$ cat config.mk
export PLATFORM = sky130hd
export DESIGN_NAME = bt_bus_tracker
export DESIGN_NICKNAME = d
export VERILOG_FILES = /design/src/rtl/bt_pkg.sv /design/src/rtl/bt_req_fifo.sv /design/src/rtl/bt_scoreboard.sv /design/src/rtl/bt_bus_seq.sv /design/src/rtl/bt_bus_tracker.sv
export SDC_FILE = /design/constraint.sdc
export NUM_CORES = 2
export LEC_CHECK = 0
export ABC_AREA = 1
export CORE_MARGIN = 2
export CORE_UTILIZATION = 40
export CTS_BUF_LIST = sky130_fd_sc_hd__clkbuf_16
export CTS_CLUSTER_SIZE = 30
export DETAILED_ROUTE_END_ITERATION = 16
export GPL_TIMING_DRIVEN = 0
export SYNTH_ARGS = -nofsm -noshare
export SYNTH_HDL_FRONTEND = slang
export SYNTH_HIERARCHICAL = 1
export SYNTH_SLANG_ARGS = --single-unit
$ cat constraint.sdc
create_clock -name clk -period 6.1 [get_ports clk]
set_input_delay 0.61 -clock clk [delete_from_list [all_inputs] [get_ports clk]]
set_output_delay 0.61 -clock clk [all_outputs]
set_load 0.05 [all_outputs]
$ cat src/rtl/bt_pkg.sv
package bt_pkg;

    localparam int BT_BUS_W    = 64;
    localparam int BT_ADDR_W   = 32;
    localparam int BT_WB_BEATS = 2;

    typedef enum logic [1:0] {
        CMD_IDLE    = 2'b00,
        CMD_RD_ADDR = 2'b01,
        CMD_WB_ADDR = 2'b10,
        CMD_WB_DATA = 2'b11
    } bus_cmd_e;

    typedef struct packed {
        logic                                    is_wb;
        logic [BT_ADDR_W-1:0]                    addr;
        logic [BT_WB_BEATS-1:0][BT_BUS_W-1:0]    data;
    } bt_req_t;

endpackage

$ cat src/rtl/bt_req_fifo.sv
module bt_req_fifo #(
    parameter int DEPTH = 4,
    parameter int W     = 8
) (
    input  logic         clk,
    input  logic         rst_n,
    input  logic         push_i,
    input  logic [W-1:0] din_i,
    input  logic         pop_i,
    output logic [W-1:0] dout_o,
    output logic         valid_o,
    output logic         full_o
);
    localparam int PTR_W = (DEPTH > 1) ? $clog2(DEPTH) : 1;
    localparam int CNT_W = $clog2(DEPTH + 1);

    typedef struct packed {
        logic [DEPTH-1:0][W-1:0] mem;
        logic [PTR_W-1:0]        wp;
        logic [PTR_W-1:0]        rp;
        logic [CNT_W-1:0]        cnt;
    } fifo_st_t;

    fifo_st_t q, d;

    function automatic logic [PTR_W-1:0] bump(input logic [PTR_W-1:0] p);
        return (p == PTR_W'(DEPTH - 1)) ? '0 : p + 1'b1;
    endfunction

    always_comb begin
        d = q;
        if (push_i) begin
            d.mem[q.wp] = din_i;
            d.wp        = bump(q.wp);
        end
        if (pop_i) begin
            d.rp = bump(q.rp);
        end
        d.cnt = q.cnt + CNT_W'(push_i) - CNT_W'(pop_i);
    end

    always_ff @(posedge clk) begin
        if (!rst_n) q <= '0;
        else        q <= d;
    end

    assign dout_o  = q.mem[q.rp];
    assign valid_o = (q.cnt != '0);
    assign full_o  = (q.cnt == CNT_W'(DEPTH));

    AST_FIFO_NO_OVERFLOW: assert property (@(posedge clk) disable iff (!rst_n) push_i |-> !full_o);
    AST_FIFO_NO_UNDERFLOW: assert property (@(posedge clk) disable iff (!rst_n) pop_i |-> valid_o);

endmodule

$ cat src/rtl/bt_scoreboard.sv
module bt_scoreboard #(
    parameter int NUM_ID = 4,
    parameter int MAX_RD = 2,
    parameter int ADDR_W = 32,
    localparam int ID_W  = $clog2(NUM_ID),
    localparam int RDC_W = $clog2(NUM_ID + 1)
) (
    input  logic              clk,
    input  logic              rst_n,
    input  logic              alloc_i,
    input  logic              alloc_rd_i,
    input  logic [ADDR_W-1:0] alloc_addr_i,
    input  logic              ret_valid_i,
    input  logic [ID_W-1:0]   ret_id_i,
    input  logic              ack_valid_i,
    input  logic [ID_W-1:0]   ack_id_i,
    output logic              free_any_o,
    output logic [ID_W-1:0]   free_id_o,
    output logic [RDC_W-1:0]  rd_open_o,
    output logic              hit_o,
    output logic [ADDR_W-1:0] hit_addr_o,
    output logic              err_o
);
    typedef struct packed {
        logic [NUM_ID-1:0]             busy;
        logic [NUM_ID-1:0]             rd;
        logic [NUM_ID-1:0][ADDR_W-1:0] addr;
        logic                          err;
    } sb_st_t;

    sb_st_t q, d;
    logic   ret_in_range, ack_in_range;

    always_comb begin
        free_any_o = 1'b0;
        free_id_o  = '0;
        for (int i = NUM_ID - 1; i >= 0; i--) begin
            if (!q.busy[i]) begin
                free_any_o = 1'b1;
                free_id_o  = ID_W'(i);
            end
        end
        rd_open_o = '0;
        for (int i = 0; i < NUM_ID; i++) begin
            rd_open_o = rd_open_o + RDC_W'(q.busy[i] & q.rd[i]);
        end
    end

    assign ret_in_range = ({1'b0, ret_id_i} < (ID_W + 1)'(NUM_ID));
    assign ack_in_range = ({1'b0, ack_id_i} < (ID_W + 1)'(NUM_ID));
    assign hit_o        = ret_valid_i && ret_in_range && q.busy[ret_id_i] && q.rd[ret_id_i];
    assign hit_addr_o   = q.addr[ret_id_i];
    assign err_o        = q.err;

    always_comb begin
        d = q;
        if (hit_o) begin
            d.busy[ret_id_i] = 1'b0;
        end else if (ret_valid_i) begin
            d.err = 1'b1;
        end
        if (ack_valid_i && ack_in_range && q.busy[ack_id_i] && !q.rd[ack_id_i]) begin
            d.busy[ack_id_i] = 1'b0;
        end
        if (alloc_i) begin
            d.busy[free_id_o] = 1'b1;
            d.rd[free_id_o]   = alloc_rd_i;
            d.addr[free_id_o] = alloc_addr_i;
        end
    end

    always_ff @(posedge clk) begin
        if (!rst_n) q <= '0;
        else        q <= d;
    end

    AST_RD_LIMIT: assert property (@(posedge clk) disable iff (!rst_n) rd_open_o <= RDC_W'(MAX_RD));
    AST_ALLOC_FREE: assert property (@(posedge clk) disable iff (!rst_n) alloc_i |-> free_any_o);
    AST_ERR_STICKY: assert property (@(posedge clk) disable iff (!rst_n) err_o |=> err_o);

endmodule

$ cat src/rtl/bt_bus_seq.sv
module bt_bus_seq
    import bt_pkg::*;
#(
    parameter int NUM_ID = 4,
    localparam int ID_W   = $clog2(NUM_ID),
    localparam int BEAT_W = (BT_WB_BEATS > 1) ? $clog2(BT_WB_BEATS) : 1
) (
    input  logic                clk,
    input  logic                rst_n,
    input  logic                tick_i,
    input  bt_req_t             head_i,
    input  logic                launch_ok_i,
    input  logic [ID_W-1:0]     free_id_i,
    input  logic                gnt_i,
    output logic                pop_o,
    output logic                alloc_o,
    output logic [BT_BUS_W-1:0] bus_out_o,
    output logic [1:0]          bus_cmd_o,
    output logic [ID_W-1:0]     bus_id_o,
    output logic                bus_req_o
);
    typedef struct packed {
        bus_cmd_e                             cmd;
        logic [BT_BUS_W-1:0]                  out;
        logic [ID_W-1:0]                      id;
        logic [BEAT_W-1:0]                    beat;
        logic [BT_WB_BEATS-1:0][BT_BUS_W-1:0] data;
        logic                                 hold;
        logic                                 req;
    } seq_st_t;

    seq_st_t q, d;
    logic    hold;

    always_comb begin
        d       = q;
        pop_o   = 1'b0;
        alloc_o = 1'b0;
        hold    = q.hold;
        if (tick_i) begin
            hold = q.hold | (q.req & gnt_i);
            if (q.cmd == CMD_WB_ADDR) begin
                d.cmd  = CMD_WB_DATA;
                d.beat = '0;
                d.out  = q.data[0];
            end else if (q.cmd == CMD_WB_DATA && q.beat != BEAT_W'(BT_WB_BEATS - 1)) begin
                d.beat = q.beat + 1'b1;
                d.out  = q.data[d.beat];
            end else if (hold && launch_ok_i) begin
                pop_o   = 1'b1;
                alloc_o = 1'b1;
                hold    = 1'b0;
                d.cmd   = head_i.is_wb ? CMD_WB_ADDR : CMD_RD_ADDR;
                d.out   = BT_BUS_W'(head_i.addr);
                d.id    = free_id_i;
                d.data  = head_i.data;
            end else begin
                d.cmd = CMD_IDLE;
                d.out = '0;
            end
            d.hold = hold;
            d.req  = launch_ok_i && !hold && !alloc_o;
        end
    end

    always_ff @(posedge clk) begin
        if (!rst_n) q <= '0;
        else        q <= d;
    end

    assign bus_out_o = q.out;
    assign bus_cmd_o = q.cmd;
    assign bus_id_o  = q.id;
    assign bus_req_o = q.req;

    AST_OUT_STABLE: assert property (@(posedge clk) disable iff (!rst_n) !tick_i |=> $stable(bus_cmd_o));
    AST_REQ_DROPS_AFTER_GNT: assert property (@(posedge clk) disable iff (!rst_n) q.hold |-> !bus_req_o);
    AST_WB_DATA_FOLLOWS: assert property (@(posedge clk) disable iff (!rst_n) (tick_i && bus_cmd_o == CMD_WB_ADDR) |=> bus_cmd_o == CMD_WB_DATA);

endmodule

$ cat src/rtl/bt_bus_tracker.sv
module bt_bus_tracker
    import bt_pkg::*;
#(
    parameter int NUM_ID     = 4,
    parameter int MAX_RD     = 2,
    parameter int FIFO_DEPTH = 4,
    parameter int CLK_DIV    = 3,
    localparam int ID_W      = $clog2(NUM_ID),
    localparam int RDC_W     = $clog2(NUM_ID + 1),
    localparam int DIV_W     = $clog2(CLK_DIV),
    localparam int REQ_W     = $bits(bt_req_t)
) (
    input  logic                              clk,
    input  logic                              rst_n,
    input  logic                              req_valid_i,
    output logic                              req_ready_o,
    input  logic                              req_wb_i,
    input  logic [BT_ADDR_W-1:0]              req_addr_i,
    input  logic [BT_WB_BEATS*BT_BUS_W-1:0]   req_wdata_i,
    output logic                              bus_tick_o,
    output logic                              bus_req_o,
    input  logic                              bus_gnt_i,
    output logic [BT_BUS_W-1:0]               bus_out_o,
    output logic                              bus_oe_o,
    output logic [1:0]                        bus_cmd_o,
    output logic [ID_W-1:0]                   bus_id_o,
    input  logic                              rd_valid_i,
    input  logic [ID_W-1:0]                   rd_id_i,
    input  logic [BT_BUS_W-1:0]               rd_data_i,
    input  logic                              wb_ack_i,
    input  logic [ID_W-1:0]                   wb_ack_id_i,
    output logic                              fill_valid_o,
    output logic [ID_W-1:0]                   fill_id_o,
    output logic [BT_ADDR_W-1:0]              fill_addr_o,
    output logic [BT_BUS_W-1:0]               fill_data_o,
    output logic                              stray_err_o
);
    typedef struct packed {
        logic [DIV_W-1:0]     div;
        logic                 fill_v;
        logic [ID_W-1:0]      fill_id;
        logic [BT_ADDR_W-1:0] fill_addr;
        logic [BT_BUS_W-1:0]  fill_data;
    } top_st_t;

    top_st_t q, d;

    logic                 tick;
    logic                 fifo_full, fifo_valid, fifo_push, pop, alloc;
    logic [REQ_W-1:0]     fifo_dout;
    bt_req_t              din, head;
    logic                 free_any, hit, launch_ok;
    logic [ID_W-1:0]      free_id;
    logic [RDC_W-1:0]     rd_open;
    logic [BT_ADDR_W-1:0] hit_addr;
    logic [1:0]           cmd;

    assign tick = (q.div == DIV_W'(CLK_DIV - 1));

    always_comb begin
        din.is_wb = req_wb_i;
        din.addr  = req_addr_i;
        din.data  = req_wdata_i;
    end

    assign fifo_push   = req_valid_i && !fifo_full;
    assign req_ready_o = !fifo_full;
    assign head        = bt_req_t'(fifo_dout);
    assign launch_ok   = fifo_valid && free_any && (head.is_wb || rd_open < RDC_W'(MAX_RD));

    bt_req_fifo #(.DEPTH(FIFO_DEPTH), .W(REQ_W)) u_fifo (
        .clk     (clk),
        .rst_n   (rst_n),
        .push_i  (fifo_push),
        .din_i   (din),
        .pop_i   (pop),
        .dout_o  (fifo_dout),
        .valid_o (fifo_valid),
        .full_o  (fifo_full)
    );

    bt_scoreboard #(.NUM_ID(NUM_ID), .MAX_RD(MAX_RD), .ADDR_W(BT_ADDR_W)) u_sb (
        .clk          (clk),
        .rst_n        (rst_n),
        .alloc_i      (alloc),
        .alloc_rd_i   (!head.is_wb),
        .alloc_addr_i (head.addr),
        .ret_valid_i  (rd_valid_i && tick),
        .ret_id_i     (rd_id_i),
        .ack_valid_i  (wb_ack_i && tick),
        .ack_id_i     (wb_ack_id_i),
        .free_any_o   (free_any),
        .free_id_o    (free_id),
        .rd_open_o    (rd_open),
        .hit_o        (hit),
        .hit_addr_o   (hit_addr),
        .err_o        (stray_err_o)
    );

    bt_bus_seq #(.NUM_ID(NUM_ID)) u_seq (
        .clk         (clk),
        .rst_n       (rst_n),
        .tick_i      (tick),
        .head_i      (head),
        .launch_ok_i (launch_ok),
        .free_id_i   (free_id),
        .gnt_i       (bus_gnt_i),
        .pop_o       (pop),
        .alloc_o     (alloc),
        .bus_out_o   (bus_out_o),
        .bus_cmd_o   (cmd),
        .bus_id_o    (bus_id_o),
        .bus_req_o   (bus_req_o)
    );

    always_comb begin
        d        = q;
        d.div    = tick ? '0 : q.div + 1'b1;
        d.fill_v = tick && hit;
        if (tick && hit) begin
            d.fill_id   = rd_id_i;
            d.fill_addr = hit_addr;
            d.fill_data = rd_data_i;
        end
    end

    always_ff @(posedge clk) begin
        if (!rst_n) q <= '0;
        else        q <= d;
    end

    assign bus_tick_o   = tick;
    assign bus_cmd_o    = cmd;
    assign bus_oe_o     = (cmd != CMD_IDLE);
    assign fill_valid_o = q.fill_v;
    assign fill_id_o    = q.fill_id;
    assign fill_addr_o  = q.fill_addr;
    assign fill_data_o  = q.fill_data;

    AST_TICK_SPACING: assert property (@(posedge clk) disable iff (!rst_n) tick |=> !tick);
    AST_FILL_PULSE: assert property (@(posedge clk) disable iff (!rst_n) fill_valid_o |=> !fill_valid_o);
    AST_POP_ONLY_VALID: assert property (@(posedge clk) disable iff (!rst_n) pop |-> launch_ok);

endmodule

Word level (Yosys, flattened, before mapping) --
Cells that the tools add are included.
Storage, ports and cells: flip-flop bits (word level) 1088, input port bits 235, output and inout port bits 172, word-level logic and storage cells 159
Cells by class: $add $sub $neg 9, order comparisons 11, equality and inequality tests 7, mux-type cells 57, bitwise gates (word level) 16, reductions and logical operators 32
Operators by type and width (count):
- $bwmux W644 | 1
- $bmux W161 S2 | 1
- $demux W161 S2 | 1
- $mux W161 | 2
- $mux W64 | 3
- $mux W136 | 1
- $mux W66 | 2
- $bwmux W128 | 1
- $bmux W32 S2 | 1
- $demux W32 S2 | 1
- $mux W32 | 2
- $mux W1 | 23
- $logic_and A1 B1 Y1 | 18
- $mux W2 | 8
- $lt A2 B3 Y1 const B | 5
- $eq A2 B2 Y1 const B | 5
- $add A3 B3 Y3 | 3
- $and A4 B4 Y4 | 2
- $bmux W1 S2 | 4
- $ge A2 B1 Y1 const B | 4
- $mux W4 | 2
- $not A4 Y4 | 2
- $add A2 B1 Y2 const B | 3
- $demux W1 S2 | 3
- other kinds (19) | 34

Depth between registers and ports, before layout --
depth after elaboration 15, depth in mapped cells 22

By module --
The synthesis kept the hierarchy.
By module, submodules not included:
- bt_req_fifo | instances 1, cells an instance 3916, area each 27677.8 um2, sequential area each 13032.5 um2
- bt_bus_seq | instances 1, cells an instance 1417, area each 9223.8 um2, sequential area each 3983.8 um2
- bt_scoreboard | instances 1, cells an instance 786, area each 5784.3 um2, sequential area each 2742.6 um2
- bt_bus_tracker | instances 1, cells an instance 741, area each 4858.4 um2, sequential area each 2021.9 um2

Worst setup path after synthesis --
OpenSTA, ideal clock, no wires.
path type register -> register, start register u_sb/q[134] (netlist name), end register u_fifo/q[1] (netlist name), library setup time 0.109 ns, data arrival time 3.447 ns, slack 2.544 ns, stages on the path, launching flop included 21, path buffers 4, clock period less this slack 3.556 ns, cell sequence dfxtp_1 > buf_2 > nand2_1 > fa_1 > inv_1 > ha_1 > ha_1 > nor2_1 > nor2_1 > nor2_1 > nand2_4 > nor2_8 > buf_6 > buf_4 > buf_4 > ha_1 > inv_1 > ha_1 > fa_1 > nand2_1 > inv_1
RTL lines:
- from (decl) | line bt_scoreboard.sv:31 | sb_st_t q, d;
- from (signal assigned) | line bt_scoreboard.sv:73 | if (!rst_n) q <= '0;
- from (signal assigned) | line bt_scoreboard.sv:74 | else q <= d;
- to (signal assigned) | line bt_req_fifo.sv:43 | if (!rst_n) q <= '0;
- to (signal assigned) | line bt_req_fifo.sv:44 | else q <= d;
- to (decl) | line bt_req_fifo.sv:24 | fifo_st_t q, d;

Final worst setup path --
start register u_fifo/q[4] (netlist name), end register u_fifo/q[2] (netlist name)
On the way: cells in the longest elaborated chain, start to end 10
Ends and longest elaborated chain:
- $bmux W161 S2 | line bt_req_fifo.sv:47 | assign dout_o = q.mem[q.rp];
- $mux W161 (not written as such) | line bt_req_fifo.sv:47
- via fifo_dout[160] | line bt_bus_tracker.sv:50 | logic [REQ_W-1:0] fifo_dout;
- $logic_or A1 B1 Y1 | line bt_bus_tracker.sv:69 | assign launch_ok = fifo_valid && free_any && (head.is_wb || rd_open < RDC_W'(MAX_RD));
- $logic_and A1 B1 Y1 | line bt_bus_tracker.sv:69
- via launch_ok | line bt_bus_tracker.sv:52 | logic free_any, hit, launch_ok;
- $logic_and A1 B1 Y1 | line bt_bus_seq.sv:49 | end else if (hold && launch_ok_i) begin
- $mux W1 | line bt_bus_seq.sv:49
- $mux W1 | line bt_bus_seq.sv:46 | end else if (q.cmd == CMD_WB_DATA && q.beat != BEAT_W'(BT_WB_BEATS - 1)) begin
- $mux W1 | line bt_bus_seq.sv:42 | if (q.cmd == CMD_WB_ADDR) begin
- $mux W1 | line bt_bus_seq.sv:40 | if (tick_i) begin
- via pop | line bt_bus_tracker.sv:49 | logic fifo_full, fifo_valid, fifo_push, pop, alloc;
- $sub A3 B1 Y3 | line bt_req_fifo.sv:39 | d.cnt = q.cnt + CNT_W'(push_i) - CNT_W'(pop_i);
The timed path passes the listed nets, and every way through them passes these cells. The select of a mux whose other input is x is not followed. A chain may end at the register's enable or synchronous reset.

==> parameters.txt <==
Parameter                              Value

STA
  Minimum hold slack    0.407 ns
  Max-slew headroom at the worst pin    10.1%
  Slew at the pin closest to its max-slew limit    1.35 ns
  Final number of hold-violating endpoints    0
  Setup Total Neg Slack    0 ns
  Setup-violating endpoint count in the final report    0
  Clock tree skew after final layout    about 0.043 ns
  Shortest clock period the worst path allows after layout    4.51 ns
  Final Cycle Share    around 74%
  Setup repair after global routing missed its margin    false
  Final count of pins violating max slew    0
  Crit path setup slack, layout    1.59 ns
  Highest Clock Rate    0.222 GHz

Setup path
  Worst Path Class, Setup    reg -> reg
  Required time of the worst setup path    slightly below 7 ns
  Crit path DAT    about 5.2 ns
  Maximum fanout along the worst path    14
  Critical Path Start Type    flop
  Capturing element type of the critical path    flop

Placement
  Number of buffers added on ports    405
  Post-placement setup slack    1.70 ns
  DPL Wire Length    between 100 and 150 mm
  Gpl congestion    roughly 0.99

Synthesis
  Proportion of synthesized chip area in sequential cells    between 40% and 50%
  Cell Area, Synth    0.0475 mm^2
  Post-synth net total    just over 7000
  Seq cells post-synth    1088
  Area contributors post-synth    dfxtp_1 (46%), nor2_1 (16%), o21ai_0 (8.6%)
  Count of flip-flops with a built-in enable after synthesis    0
  Cell type with the highest aggregate area in the netlist    dfxtp_1
  Syn Area/Cell    6.93 um^2
  Number of instances in the synthesized netlist    6860
  Post-synthesis async set-or-reset flop share    0%
  Post-synth top area share    between 40% and 50%
  Warning count from the yosys run    6
  Most frequently used cell type in the post-synthesis netlist    nor2_1
  Flip-flop cell with the highest count after synthesis    dfxtp_1
  Count of different cell masters after synthesis    40
  Synth cell count leaders    nor2_1 (2051), dfxtp_1 (1088), nand2_1 (1077), o21ai_0 (817), inv_1 (460)

Floorplanning
  Die Footprint    approximately 0.12 mm^2
  Core area    roughly 0.12 mm^2
  Vert. Die Dim    349 um
  Floorplan die width    349 um
  Top Ports    ~410
  Initial core utilization    40.3%
  Site row count    126

Routing
  Routed length per instance    18.8 um
  Routed wire length    169 mm
  Routed via count    45013
  Remaining antenna violation count    0
  Number of search-and-repair iterations in the first detailed-routing pass    5
  Drt drc    0
  Vias per inst    4.99
  First-iteration detailed-routing DRC count    4105

Cells and area
  Area added between synthesis and finish    20.5%
  Share of the core filled with cells in the final layout    48.6%
  Fill cell instance count of the final layout    12162
  Final net count    between 7000 and 8000
  Fraction of final layout cells sized beyond drive strength 1    8.27%

Power
  Power per cell area    310 mW/mm^2
  Pleak    24.9 nW
  Peak supply drop    0.248 mV

GRT
  Pin count of the biggest net entering global routing    18
  Vias in the first global route    41377
  Overall overflow remaining after global route    0
  GRT Util Overall    26.9%
  First-pass GRT wire length    251 mm
  Initial antenna violation count    14

Run
  Max-capacitance violation count    0

Clock tree
  Clock-pin transition on the worst setup and hold timing paths    0.06 ns
  Max H-tree Level    3
  Number of post-CTS setup repair buffers    0
  Root buffer selected by CTS    clkbuf_16
  Count of hold-fix buffers inserted at cts    0
  CTS sink count    1088
  Later-pin clock latency in the skew report    about 0.73 ns
  Number of buffers on the longest clock path    3
  Clock buffer count from CTS    121
  Number of gates given a new drive strength after cts    0
  CTS tree    done

Run status
  Run status    finished clean

Worst hold path
  Class of the most critical hold timing path    in -> reg
-- stage by stage --
step / cells / cell area, um^2 / power, W
CTS: 9017 / 57300 / 0.0178
global placement: 8801 / 53500 / 0.0108
detailed placement: 8801 / 53500 / 0.0108
global route: 9021 / 57300 / 0.0185
finish: 9024 / 57300 / 0.0178
floorplan: 6860 / 47500 / 0.00970
-- state kept, by name, indices dropped and copies added (netlist names) --
name             flops
u_seq/bus_out_o     64
u_sb/q             136
fill_data_o         64
u_seq/bus_cmd_o      2
fill_addr_o         32
u_fifo/q           651
q                    2
fill_id_o            2
u_sb/err_o           1
u_seq/bus_id_o       2
u_seq/q            130
u_seq/bus_req_o      1
fill_valid_o         1
-- metal layers --
layer / routed length [um] / GRT usage (%)
met1: 74100 / 35.8
met2: 76500 / 43.7
met3: 12700 / 4.41
met4: 6170 / 10.3
met5: 58 / 0
-- final timing paths --
kind,to,start,depth (start not counted),slack [ns]
min,u_sb/q[136],wb_ack_id_i[0],6,0.41
min reg2reg,q[99],q[99],1,0.42
max reg2reg,u_fifo/q[2],u_fifo/q[4],19,1.59
max,u_fifo/q[2],u_fifo/q[4],19,1.59
-- placed cells by master, fill, tap and decap left out, types with 21 or more instances in the layout --
master / n
clkinv_1: 34
a22oi_1: 54
clkinv_2: 21
o21ai_1: 160
o21ai_0: 817
nand2_1: 1077
a31oi_1: 32
nand3_1: 25
buf_6: 56
o211ai_1: 161
a21oi_1: 236
nor2_1: 2051
buf_4: 188
inv_1: 485
buf_2: 175
clkbuf_1: 209
dfxtp_1: 1088
clkbuf_16: 122
clkdlybuf4s50_1: 405
-- layout make-up --
type	instances	area, um^2	share of cell area, %
Inverter	475	1790	3.13
Buffer	645	3800	6.63
Tap cell	1536	1920	3.35
Multi-Input combinational cell	4652	20200	35.2
Timing Repair Buffer	405	4050	7.07
Clock buffer	122	3050	5.33
Antenna cell	7	17.5	0.0306
Sequential cell	1088	21800	38.0
Clock inverter	94	717	1.25
-- worst max-delay path, cell delays in order (launching register included) --
cell	delay (ns)
dfxtp_1	0.33
buf_2	0.35
buf_2	0.42
buf_1	0.51
o211ai_1	0.21
nand2_1	0.31
nor2_1	0.14
nor2_1	0.27
nand2_4	0.13
nor2_8	0.13
buf_6	0.18
buf_4	0.28
buf_4	0.17
ha_1	0.11
inv_1	0.04
ha_1	0.19
fa_1	0.41
nand3_1	0.10
nand2_1	0.05
nor2_1	0.11
-- power by group --
part           internal [W]  switching [W]  total (W)
clock               0.00398        0.00305    0.00703
combinational      0.000905        0.00193    0.00284
sequential          0.00763       0.000253    0.00788
total                0.0125        0.00524     0.0178
-- logic make-up after synthesis --
group | share of synthesized area, %
DFF | 45.8
buffers and inverters | 11.8
AOI/OAI and AO/OA | 16.6
and+or+nand+nor | 25.4
adders and majority gates | 0.347
No activity file was read; power rests on OpenSTA's default activity.
